### config.mk
export PLATFORM = sky130hd
export DESIGN_NAME = sem_cell
export DESIGN_NICKNAME = d
export VERILOG_FILES = /design/src/rtl/sem_cell_pkg.sv /design/src/rtl/sem_view_decode.sv /design/src/rtl/sem_count_next.sv /design/src/rtl/sem_waiter_next.sv /design/src/rtl/sem_cell.sv
export SDC_FILE = /design/constraint.sdc
export NUM_CORES = 1
export LEC_CHECK = 0
export ABC_AREA = 1
export BUFFER_PORTS_ARGS = -buffer_cell sky130_fd_sc_hd__buf_2
export CAP_MARGIN = 0
export CORE_UTILIZATION = 44
export CTS_CLUSTER_DIAMETER = 100
export DETAILED_ROUTE_END_ITERATION = 7
export HOLD_SLACK_MARGIN = 0.03
export PLACE_DENSITY = 0.76
export SYNTH_ARGS = -nofsm -noshare
export SYNTH_HDL_FRONTEND = slang
export SYNTH_HIERARCHICAL = 1
export SYNTH_SLANG_ARGS = --single-unit
### constraint.sdc
create_clock -name clk -period 2.44 [get_ports clk]
set_input_delay 0.488 -clock clk [delete_from_list [all_inputs] [get_ports clk]]
set_output_delay 0.488 -clock clk [all_outputs]
set_load 0.01 [all_outputs]
### src/rtl/sem_cell_pkg.sv
package sem_cell_pkg;

    typedef enum logic [2:0] {
        VIEW_RAW     = 3'd0,
        VIEW_TAG     = 3'd1,
        VIEW_Q_WAIT  = 3'd2,
        VIEW_Q_POLL  = 3'd3,
        VIEW_PV_WAIT = 3'd4,
        VIEW_PV_POLL = 3'd5
    } sem_view_e;

    // Tag word bit positions shared with FIFO-type cells.
    localparam int TAG_E_BIT    = 0;
    localparam int TAG_F_BIT    = 1;
    localparam int TAG_T_BIT    = 16;
    localparam int TAG_FIFO_BIT = 17;

    typedef struct packed {
        logic take_wait;
        logic take_poll;
        logic give;
        logic raw_rd;
        logic tag_rd;
        logic tag_wr;
    } sem_op_t;

endpackage

### src/rtl/sem_view_decode.sv
module sem_view_decode
    import sem_cell_pkg::*;
(
    input  logic       valid,
    input  logic       write,
    input  logic [2:0] view,
    output sem_op_t    op
);
    always_comb begin
        op = '0;
        if (valid) begin
            unique case (view)
                VIEW_RAW:     op.raw_rd    = !write;
                VIEW_TAG:     begin
                    op.tag_rd = !write;
                    op.tag_wr = write;
                end
                VIEW_PV_WAIT: begin
                    op.take_wait = !write;
                    op.give      = write;
                end
                VIEW_PV_POLL: begin
                    op.take_poll = !write;
                    op.give      = write;
                end
                default:      op = '0;
            endcase
        end
    end
endmodule

### src/rtl/sem_count_next.sv
module sem_count_next #(
    parameter int CNT_W = 16
) (
    input  logic [CNT_W-1:0] count_q,
    input  logic             take_wait,
    input  logic             take_poll,
    input  logic             give,
    output logic [CNT_W-1:0] count_d,
    output logic             stall
);
    localparam logic [CNT_W-1:0] CNT_MAX = {CNT_W{1'b1}};

    logic is_zero;
    assign is_zero = (count_q == '0);

    always_comb begin
        count_d = count_q;
        stall   = 1'b0;
        if (take_wait || take_poll) begin
            if (!is_zero) begin
                count_d = count_q - 1'b1;
            end else begin
                stall = take_wait;
            end
        end else if (give && (count_q != CNT_MAX)) begin
            count_d = count_q + 1'b1;
        end
    end
endmodule

### src/rtl/sem_waiter_next.sv
module sem_waiter_next #(
    parameter int NUM_THREADS = 8,
    parameter int ID_W        = 3
) (
    input  logic [NUM_THREADS-1:0] waiters_q,
    input  logic                   stall,
    input  logic [ID_W-1:0]        thread,
    input  logic                   give,
    output logic [NUM_THREADS-1:0] waiters_d,
    output logic                   fire,
    output logic [NUM_THREADS-1:0] fire_mask
);
    localparam logic [NUM_THREADS-1:0] ONE = {{(NUM_THREADS-1){1'b0}}, 1'b1};

    always_comb begin
        waiters_d = waiters_q;
        fire      = 1'b0;
        fire_mask = '0;
        if (give) begin
            fire      = |waiters_q;
            fire_mask = waiters_q;
            waiters_d = '0;
        end else if (stall) begin
            waiters_d = waiters_q | (ONE << thread);
        end
    end
endmodule

### src/rtl/sem_cell.sv
module sem_cell
    import sem_cell_pkg::*;
#(
    parameter int CNT_W       = 16,
    parameter int DATA_W      = 32,
    parameter int NUM_THREADS = 8,
    parameter int ID_W        = (NUM_THREADS > 1) ? $clog2(NUM_THREADS) : 1
) (
    input  logic                   clk,
    input  logic                   rst_n,
    input  logic                   req_valid,
    input  logic                   req_write,
    input  logic [2:0]             req_view,
    input  logic [DATA_W-1:0]      req_wdata,
    input  logic [ID_W-1:0]        req_thread,
    output logic [DATA_W-1:0]      rsp_rdata,
    output logic                   rsp_stall,
    output logic                   wake_valid,
    output logic [NUM_THREADS-1:0] wake_mask
);
    localparam int PAD_W = DATA_W - CNT_W;

    typedef struct packed {
        logic [CNT_W-1:0]       count;
        logic                   tag_t;
        logic                   tag_e;
        logic                   tag_f;
        logic [NUM_THREADS-1:0] waiters;
        logic                   wake_v;
        logic [NUM_THREADS-1:0] wake_m;
    } state_t;

    state_t                 state_d, state_q;
    sem_op_t                op;
    logic [CNT_W-1:0]       count_nx;
    logic                   stall;
    logic [NUM_THREADS-1:0] waiters_nx;
    logic                   fire;
    logic [NUM_THREADS-1:0] fire_mask;
    logic                   unused_wdata;

    assign unused_wdata = ^req_wdata;

    sem_view_decode u_decode (
        .valid (req_valid),
        .write (req_write),
        .view  (req_view),
        .op    (op)
    );

    sem_count_next #(.CNT_W(CNT_W)) u_count (
        .count_q   (state_q.count),
        .take_wait (op.take_wait),
        .take_poll (op.take_poll),
        .give      (op.give),
        .count_d   (count_nx),
        .stall     (stall)
    );

    sem_waiter_next #(.NUM_THREADS(NUM_THREADS), .ID_W(ID_W)) u_waiters (
        .waiters_q (state_q.waiters),
        .stall     (stall),
        .thread    (req_thread),
        .give      (op.give),
        .waiters_d (waiters_nx),
        .fire      (fire),
        .fire_mask (fire_mask)
    );

    always_comb begin
        state_d         = state_q;
        state_d.count   = count_nx;
        state_d.waiters = waiters_nx;
        state_d.wake_v  = fire;
        state_d.wake_m  = fire ? fire_mask : '0;
        if (op.tag_wr) begin
            state_d.tag_e = req_wdata[TAG_E_BIT];
            state_d.tag_f = req_wdata[TAG_F_BIT];
            state_d.tag_t = req_wdata[TAG_T_BIT];
        end
    end

    always_ff @(posedge clk or negedge rst_n) begin
        if (!rst_n) begin
            state_q <= '0;
        end else begin
            state_q <= state_d;
        end
    end

    always_comb begin
        rsp_rdata = '0;
        if (op.raw_rd || op.take_wait || op.take_poll) begin
            rsp_rdata = {{PAD_W{1'b0}}, state_q.count};
        end else if (op.tag_rd) begin
            rsp_rdata[TAG_E_BIT]    = state_q.tag_e;
            rsp_rdata[TAG_F_BIT]    = state_q.tag_f;
            rsp_rdata[TAG_T_BIT]    = state_q.tag_t;
            rsp_rdata[TAG_FIFO_BIT] = 1'b0;
        end
    end

    assign rsp_stall  = stall;
    assign wake_valid = state_q.wake_v;
    assign wake_mask  = state_q.wake_m;

endmodule

* Word level (Yosys, flattened, before mapping)
Index checks and enable logic that the tools add are counted.
Word-level totals: register bits after elaboration 36, bits in latches 0, bits in writable memories 0, memory bits (read-only) 0, input port bits 42, memories 0
Cells by class: add/subtract/negate cells 2, multipliers 0, div/mod/pow operators 0, magnitude comparators 0, equality and inequality tests 5, shift operators 1, mux-type cells 21, bitwise logic cells 1, reduce and logical (&&, ||, !) cells 12
Operators by type and width (number):
- $mux W16 | 3
- $mux W8 | 4
- $add A16 B1 Y16 const B | 1
- $logic_not A16 Y1 | 1
- $ne A16 B16 Y1 const B | 1
- $sub A16 B1 Y16 const B | 1
- $mux W14 | 1
- $mux W1 | 9
- $or A8 B8 Y8 | 1
- $reduce_or A8 Y1 | 1
- $shl A1 B3 Y8 const A | 1
- $eq A3 B3 Y1 const B | 2
- $mux W2 | 3
- $mux W6 | 1
- $reduce_bool A2 Y1 | 2
- $eq A3 B1 Y1 const B | 1
- $logic_not A3 Y1 | 1
- $logic_or A1 B1 Y1 | 3
- $ne A2 B2 Y1 const B | 1
- $reduce_and A2 Y1 | 1
- $reduce_or A2 Y1 | 1
- $logic_and A1 B1 Y1 | 1
- $logic_not A1 Y1 | 1

* Depth between registers and ports, before layout
Gate-level depths: netlist of run 1.
depth after elaboration 8, gate-level depth with buffers 11, gate-level depth less buffers 11

* Hierarchy
The synthesis of run 1 kept the hierarchy.
Modules (own cells, without submodules):
- sem_cell | instances 1, cells an instance 131, area each 1408.9 µm²
- sem_count_next | instances 1, cells an instance 258, area each 1227.4 µm²
- sem_waiter_next | instances 1, cells an instance 62, area each 296.5 µm²
- sem_view_decode | instances 1, cells an instance 15, area each 63.8 µm²

* Worst setup path after synthesis of run 1
OpenSTA, ideal clock, no wires.
path type input to output, from input req_view[0], to output rsp_rdata[10], data arrival time 1.397 ns, slack 0.555 ns, stages 7, path through or2_1 -> nor2_1 -> nor2_4 -> nand2_4 -> inv_4 -> buf_12 -> nor2_2
RTL lines:
- start: declaration | RTL line sem_cell.sv:13 | input logic [2:0] req_view,
- end: declaration | RTL line sem_cell.sv:16 | output logic [DATA_W-1:0] rsp_rdata,

* Worst setup path in the final report of run 1
from register state_q[27] in the netlist's numbering, to output rsp_stall
On the way: longest elaborated chain between the ends 3
Ends and longest elaborated chain:
- start: declaration | RTL line sem_cell.sv:33 | state_t state_d, state_q;
- start signal: assignment | RTL line sem_cell.sv:87 | state_q <= state_d;
- $logic_not A16 Y1 | RTL line sem_count_next.sv:14 | assign is_zero = (count_q == '0);
- $mux W1 | RTL line sem_count_next.sv:20 | if (!is_zero) begin
- $mux W1 | RTL line sem_count_next.sv:19 | if (take_wait || take_poll) begin
- end: declaration | RTL line sem_cell.sv:17 | output logic rsp_stall,
No other way between the ends.

==> run summary, run 1 <==
Diodes inserted: 0
clock transition at the registers of the reported paths: 0.08 ns
Placeable Area: 6460 um2
Die Span X: 84.5 um
cell family with the largest share of critical-path delay: simple AND/OR/NAND/NOR gates
deepest level of the CTS H-tree: 2
Row Count: 29
final number of max-transition violations: 0
routed wire length: 6370 um
final critical-path required period: 2.32 ns
first-pass detailed-route iteration total: 6
Peak supply drop: 345 uV
Inserted Clock Buffers: 5
insertion delay to the later sink of the worst-skew pair: 0.29 ns
Hold/Removal Path Class: in2async
endpoint of the most critical register-to-register path: state_q[31]$_DFF_PN0_
WL/cell: 11.1 um
share of the yosys chip area belonging to registers: 0.301
number of global-route vias before repair: 2452
result of the run: finished with violations
register bit total from synthesis: 36
startpoint class of the critical path: register
total vias in the final route: 2691
crit-path max FO: 7
cell count after synthesis: 466
library cells used by synthesis: 31
violations in the final reports: design-rule violations
starting density of the core: 0.464
worst rel slew slack: 0.390
vias per std cell: 4.70
setup repair after global routing missed its margin: no
fraction of final layout cells with drive strength greater than 1: 0.194
highest-count cells in the layout ignoring fill and taps: 147 x sky130_fd_sc_hd__nand2_1, 75 x sky130_fd_sc_hd__inv_1, 51 x sky130_fd_sc_hd__nor2_1, 39 x sky130_fd_sc_hd__buf_2, 38 x sky130_fd_sc_hd__nand3_1
Crit path buffers/inverters: 1
worst setup skew after layout: 0.00852 ns
CP endpoint: rsp_stall
startpoint of the worst-slack reg-to-reg timing path: state_q[20]$_DFF_PN0_
CTS root buffer: sky130_fd_sc_hd__clkbuf_8
critical path capture point type: primary output
grt total ovfl: 0
final count of hold timing violations: 0
sequence of cells on the critical path: nor2_1, nand2_1, nor2_1, nand3_1, nor2_2, buf_2
P&R area growth vs syn: 7.01%
gr usage total: 0.191
maximum clock rate: 430 MHz
length in cells of the worst reg-to-reg path: 9
power per standard cell area: 782 nW/um2
end-of-flow core utilization: 0.497
remaining antenna violation count: 0
clock tree from TritonCTS: yes
Leakage: 0.00184 uW
# Max-Cap Violations: 0
count of routing violations after the opening detailed-route iteration: 252
standard cell with the maximum stage delay on the critical path: sky130_fd_sc_hd__dfrtp_1
maximum number of pins on one net before global-route repair: 37
netlist area before placement: 3000 um2
IO Pins: 84
antenna violations before repair: 0
number of I/O port buffers: 39
Worst Tran Pin Value: 0.912 ns
CTS sink count: 36
crit-path most repeated cell: sky130_fd_sc_hd__nor2_1
hpwl dp: 4780 um
synthesized area per cell: 6.43 um2
# DRC: 4
final count of negative-setup-slack endpoints: 0
die span in y: 84.5 um
global-route wire length before repair: 11000 um
number of nets in the final layout: 540
total die area: 7140 um2
final setup TNS: 0 ns
largest buffer count on any clock path: 2
Req. time, crit path: 1.95 ns
largest incremental delay on the critical path: 0.46 ns
setup slack of the most critical reg-to-reg path: 0.51 ns
count of cell instances traversed by the critical path: 6
Arrival @ worst endpoint: 1.84 ns
Worst Path Class, Setup: reg2out
final weighted congestion in routability-driven placement: 0.906
source of the critical timing path: state_q[27]$_DFF_PN0_
total number of yosys warnings: 6
leading cell type in the layout, fill and taps excluded: sky130_fd_sc_hd__nand2_1
period utilisation layout: 0.952
-- cell families after synthesis --
kind of cell	count (synthesis)	synth area share
AND/OR/NAND/NOR	277	0.408
flip-flops	36	0.301
AO/OA/AOI/OAI	19	0.0489
other	1	0.00125
adder cells (fa/ha/maj)	3	0.0125
XOR/XNOR	12	0.0351
buffers and inverters	118	0.194
-- stage by stage --
step	hold slack (ns)	instance area, um2	power (uW)	std cells	setup WS, ns
floorplan	0.192	3050	1840	480	0.555
global placement	0.508	3120	2040	565	0.0881
detailed placement	0.515	3120	2070	565	-0.0182
CTS	0.305	3200	2510	573	0.0884
global route	0.337	3210	2750	573	0.0139
finish	0.263	3210	2510	573	0.116
-- power breakdown --
part | switching (uW) | internal [uW]
combinational | 741 | 417
sequential | 198 | 723
clock | 231 | 199
-- registers in the layout (all words and copies together), names as in the netlist --
register and flops:
state_q 27, wake_valid 1, wake_mask 8
-- area by class of cell --
class | instances | area [um2]
tap | 77 | 96.3
fill | 673 | 3250
inverter | 81 | 307
clock buffer | 5 | 68.8
timing repair buffer | 45 | 240
sequential | 36 | 902
clock inverter | 3 | 18.8
multi-input combinational | 326 | 1570
-- what timing repair did --
action / in CTS / in global routing
gates resized for setup: 0 / 2
buffers inserted: 0 / 0
hold buffers: 0 / 0
setup endpoints to repair: 0 / 1
-- cell usage after synthesis (all sizes together) --
cell type | number | area (um2)
nand2 | 152 | 593
nand4 | 8 | 50.1
or2 | 1 | 6.26
a21oi | 8 | 70.1
o21ai | 10 | 68.8
clkbuf | 2 | 7.51
ha | 3 | 37.5
o211ai | 1 | 7.51
conb | 1 | 3.75
buf | 35 | 268
xnor2 | 2 | 17.5
inv | 79 | 299
dfrtp | 36 | 901
nor3 | 6 | 30.0
and3 | 1 | 6.26
nand3b | 1 | 7.51
clkinv | 2 | 7.51
xor2 | 10 | 87.6
nor2 | 70 | 338
nand3 | 38 | 190
-- how the worst min path moves through the flow --
stage               cells past startpoint  slack [ns]               startpoint                       to
floorplan                               0        0.19                    rst_n    state_q[10]$_DFF_PN0_
global placement                        2        0.51  state_q[18]$_DFFE_PN0P_  state_q[18]$_DFFE_PN0P_
detailed placement                      2        0.51  state_q[17]$_DFFE_PN0P_  state_q[17]$_DFFE_PN0P_
CTS                                     1        0.30                    rst_n    state_q[23]$_DFF_PN0_
global route                            1        0.34                    rst_n    state_q[24]$_DFF_PN0_
finish                                  1        0.26                    rst_n    state_q[23]$_DFF_PN0_
-- per-layer routing --
| layer | part of all wire | vias to the layer above | global-route usage |
|---|---|---|---|
| met1 | 0.48 | 1179 | 0.260 |
| met2 | 0.44 | 92 | 0.306 |
| met4 | 0.021 | 0 | 0.0693 |
| met5 | 0 | - | 0 |
| li1 | - | 1409 | - |
| met3 | 0.062 | 11 | 0.0354 |
(Power assumes the default switching activity.)
==> inputs of run 2 (changes only) <==
Clock period 2.44 ns to 2.85 ns, I/O delays scaled along.
==> run summary, run 2 (same netlist as run 1, synthesis figures left out) <==
result of the run: finished with violations (unchanged)
violations in the final reports: design-rule violations (unchanged)
Crit path buffers/inverters: 3 (was 1)
filler-free cell count of the finished design: 569 (was 573)
post-route setup slack: 0.435 ns (was 0.116 ns)
insertion delay to the later sink of the worst-skew pair: 0.30 ns (was 0.29 ns)
final count of negative-setup-slack endpoints: 0 (unchanged)
starting density of the core: 0.464 (unchanged)
deepest level of the CTS H-tree: 2 (unchanged)
total power: 2200 uW (was 2510 uW)
final number of max-transition violations: 0 (unchanged)
final weighted congestion in routability-driven placement: 0.892 (was 0.906)
# Max-Cap Violations: 0 (unchanged)
maximum number of pins on one net before global-route repair: 37 (unchanged)
sequence of cells on the critical path: inv_1, ha_1, inv_1, nor2_1, nand3_1, nor2_1, buf_2 (was nor2_1, nand2_1, nor2_1, nand3_1, nor2_2, buf_2)
setup repair after global routing missed its margin: no (unchanged)
Die Span X: 84.5 um (unchanged)
IO Pins: 84 (unchanged)
length in cells of the worst reg-to-reg path: 9 (unchanged)
worst rel slew slack: 0.476 (was 0.390)
Row Count: 29 (unchanged)
crit-path max FO: 8 (was 7)
area post-placement: 3090 um2 (was 3120 um2)
Worst Tran Pin Value: 0.787 ns (was 0.912 ns)
final setup TNS: 0 ns (unchanged)
count of routing violations after the opening detailed-route iteration: 179 (was 252)
setup repair bufs after CTS: 0 (unchanged)
total vias in the final route: 2736 (was 2691)
remaining antenna violation count: 0 (unchanged)
grt total ovfl: 0 (unchanged)
total die area: 7140 um2 (unchanged)
Inserted Clock Buffers: 5 (unchanged)
routed wire length: 6270 um (was 6370 um)
number of fill cells in the layout: 642 (was 673)
number of flip-flops in the largest register: 27 (unchanged)
hpwl dp: 4570 um (was 4780 um)
# DRC: 4 (unchanged)
post-route standard cell area excluding fillers: 3200 um2 (was 3210 um2)
final critical-path required period: 2.42 ns
setup slack of the most critical reg-to-reg path: 0.91 ns (was 0.51 ns)
critical path capture point type: primary output (unchanged)
endpoint of the most critical register-to-register path: state_q[31]$_DFF_PN0_ (unchanged)
highest-count cells in the layout ignoring fill and taps: 147 x sky130_fd_sc_hd__nand2_1, 75 x sky130_fd_sc_hd__inv_1, 52 x sky130_fd_sc_hd__nor2_1, 39 x sky130_fd_sc_hd__buf_2, 38 x sky130_fd_sc_hd__nand3_1 (was 147 x sky130_fd_sc_hd__nand2_1, 75 x sky130_fd_sc_hd__inv_1, 51 x sky130_fd_sc_hd__nor2_1, 39 x sky130_fd_sc_hd__buf_2, 38 x sky130_fd_sc_hd__nand3_1)
cell family with the largest share of critical-path delay: simple AND/OR/NAND/NOR gates (unchanged)
leading cell type in the layout, fill and taps excluded: sky130_fd_sc_hd__nand2_1 (unchanged)
period utilisation layout: 0.847
CTS root buffer: sky130_fd_sc_hd__clkbuf_8 (unchanged)
WL/cell: 11.0 um (was 11.1 um)
number of nets in the final layout: 536 (was 540)
Gates resized, CTS repair: 0 (unchanged)
Leakage: 0.00183 uW (was 0.00184 uW)
clock transition at the registers of the reported paths: 0.08 ns (about the same)
number of buffers inserted by hold repair at cts: 0 (unchanged)
Diodes inserted: 0 (unchanged)
CTS sink count: 36 (unchanged)
top register by number of flip-flops: state_q (unchanged)
Req. time, crit path: 2.28 ns (was 1.95 ns)
Worst Path Class, Setup: reg2out (unchanged)
Hold/Removal Path Class: in2async (unchanged)
number of global-route vias before repair: 2565 (was 2452)
Place WS: 0.575 ns (was -0.0182 ns)
largest buffer count on any clock path: 2 (unchanged)
vias per std cell: 4.81 (was 4.70)
dpl cells: 561 (was 565)
Arrival @ worst endpoint: 1.85 ns (was 1.84 ns)
Peak supply drop: 285 uV (was 345 uV)
clock tree from TritonCTS: yes (unchanged)
number of I/O port buffers: 39 (unchanged)
maximum clock rate: 414 MHz
startpoint class of the critical path: register (unchanged)
startpoint of the worst-slack reg-to-reg timing path: state_q[20]$_DFF_PN0_ (unchanged)
global-route wire length before repair: 11300 um (was 11000 um)
antenna violations before repair: 0 (unchanged)
first-pass detailed-route iteration total: 7 (was 6)
final count of hold timing violations: 0 (unchanged)
die span in y: 84.5 um (unchanged)
Placeable Area: 6460 um2 (unchanged)
P&R area growth vs syn: 6.68% (was 7.01%)
gr usage total: 0.194 (was 0.191)
fraction of final layout cells with drive strength greater than 1: 0.183 (was 0.194)
largest incremental delay on the critical path: 0.48 ns (was 0.46 ns)
power per standard cell area: 688 nW/um2 (was 782 nW/um2)
worst setup skew after layout: 0.00922 ns (was 0.00852 ns)
standard cell with the maximum stage delay on the critical path: sky130_fd_sc_hd__dfrtp_1 (unchanged)
## run 2: worst max-delay path by stage
stage | start | endpoint | slack (ns) | cells past startpoint
6_report | state_q[20]$_DFF_PN0_ | rsp_stall | 0.43 | 7
5_1_grt | state_q[20]$_DFF_PN0_ | rsp_stall | 0.26 | 7
3_3_place_gp | req_view[0] | rsp_rdata[15] | 0.59 | 8
3_5_place_dp | req_view[0] | rsp_rdata[15] | 0.58 | 8
4_1_cts | state_q[20]$_DFF_PN0_ | rsp_stall | 0.44 | 7
2_1_floorplan | req_view[0] | rsp_rdata[10] | 0.80 | 7
## run 2: area by class of cell
type                    count  area, um2  share of cell area
well taps                  77       96.3              0.0301
multi-input cells         326       1570               0.492
flip-flops and latches     36        901               0.282
clock inverters             3       42.5              0.0133
inverters                  81        307              0.0959
clock buffers               5       68.8              0.0215
repair buffers             41        210              0.0658
## run 2: power breakdown
part / switching, uW / leakage [uW] / internal (uW) / total (uW)
Clock: 197 / 0.0000541 / 259 / 456
Combinational: 581 / 0.00129 / 327 / 907
Sequential: 218 / 0.000479 / 618 / 836
## run 2: through the flow
stage | utilization | hold WS [ns]
final | 0.495 | 0.336
after global routing | 0.495 | 0.422
after CTS | 0.495 | 0.384
after floorplan | - | 0.274
after detailed placement | 0.478 | 0.514
after global placement | 0.478 | 0.508
## run 2: per-layer routing
metal  GRT usage  part of all wire  up-vias
met3      0.0413             0.071       11
met2       0.319              0.45      111
met4      0.0817             0.018        0
li1            -                 -     1407
met5           0                 0        -
met1       0.250              0.46     1207
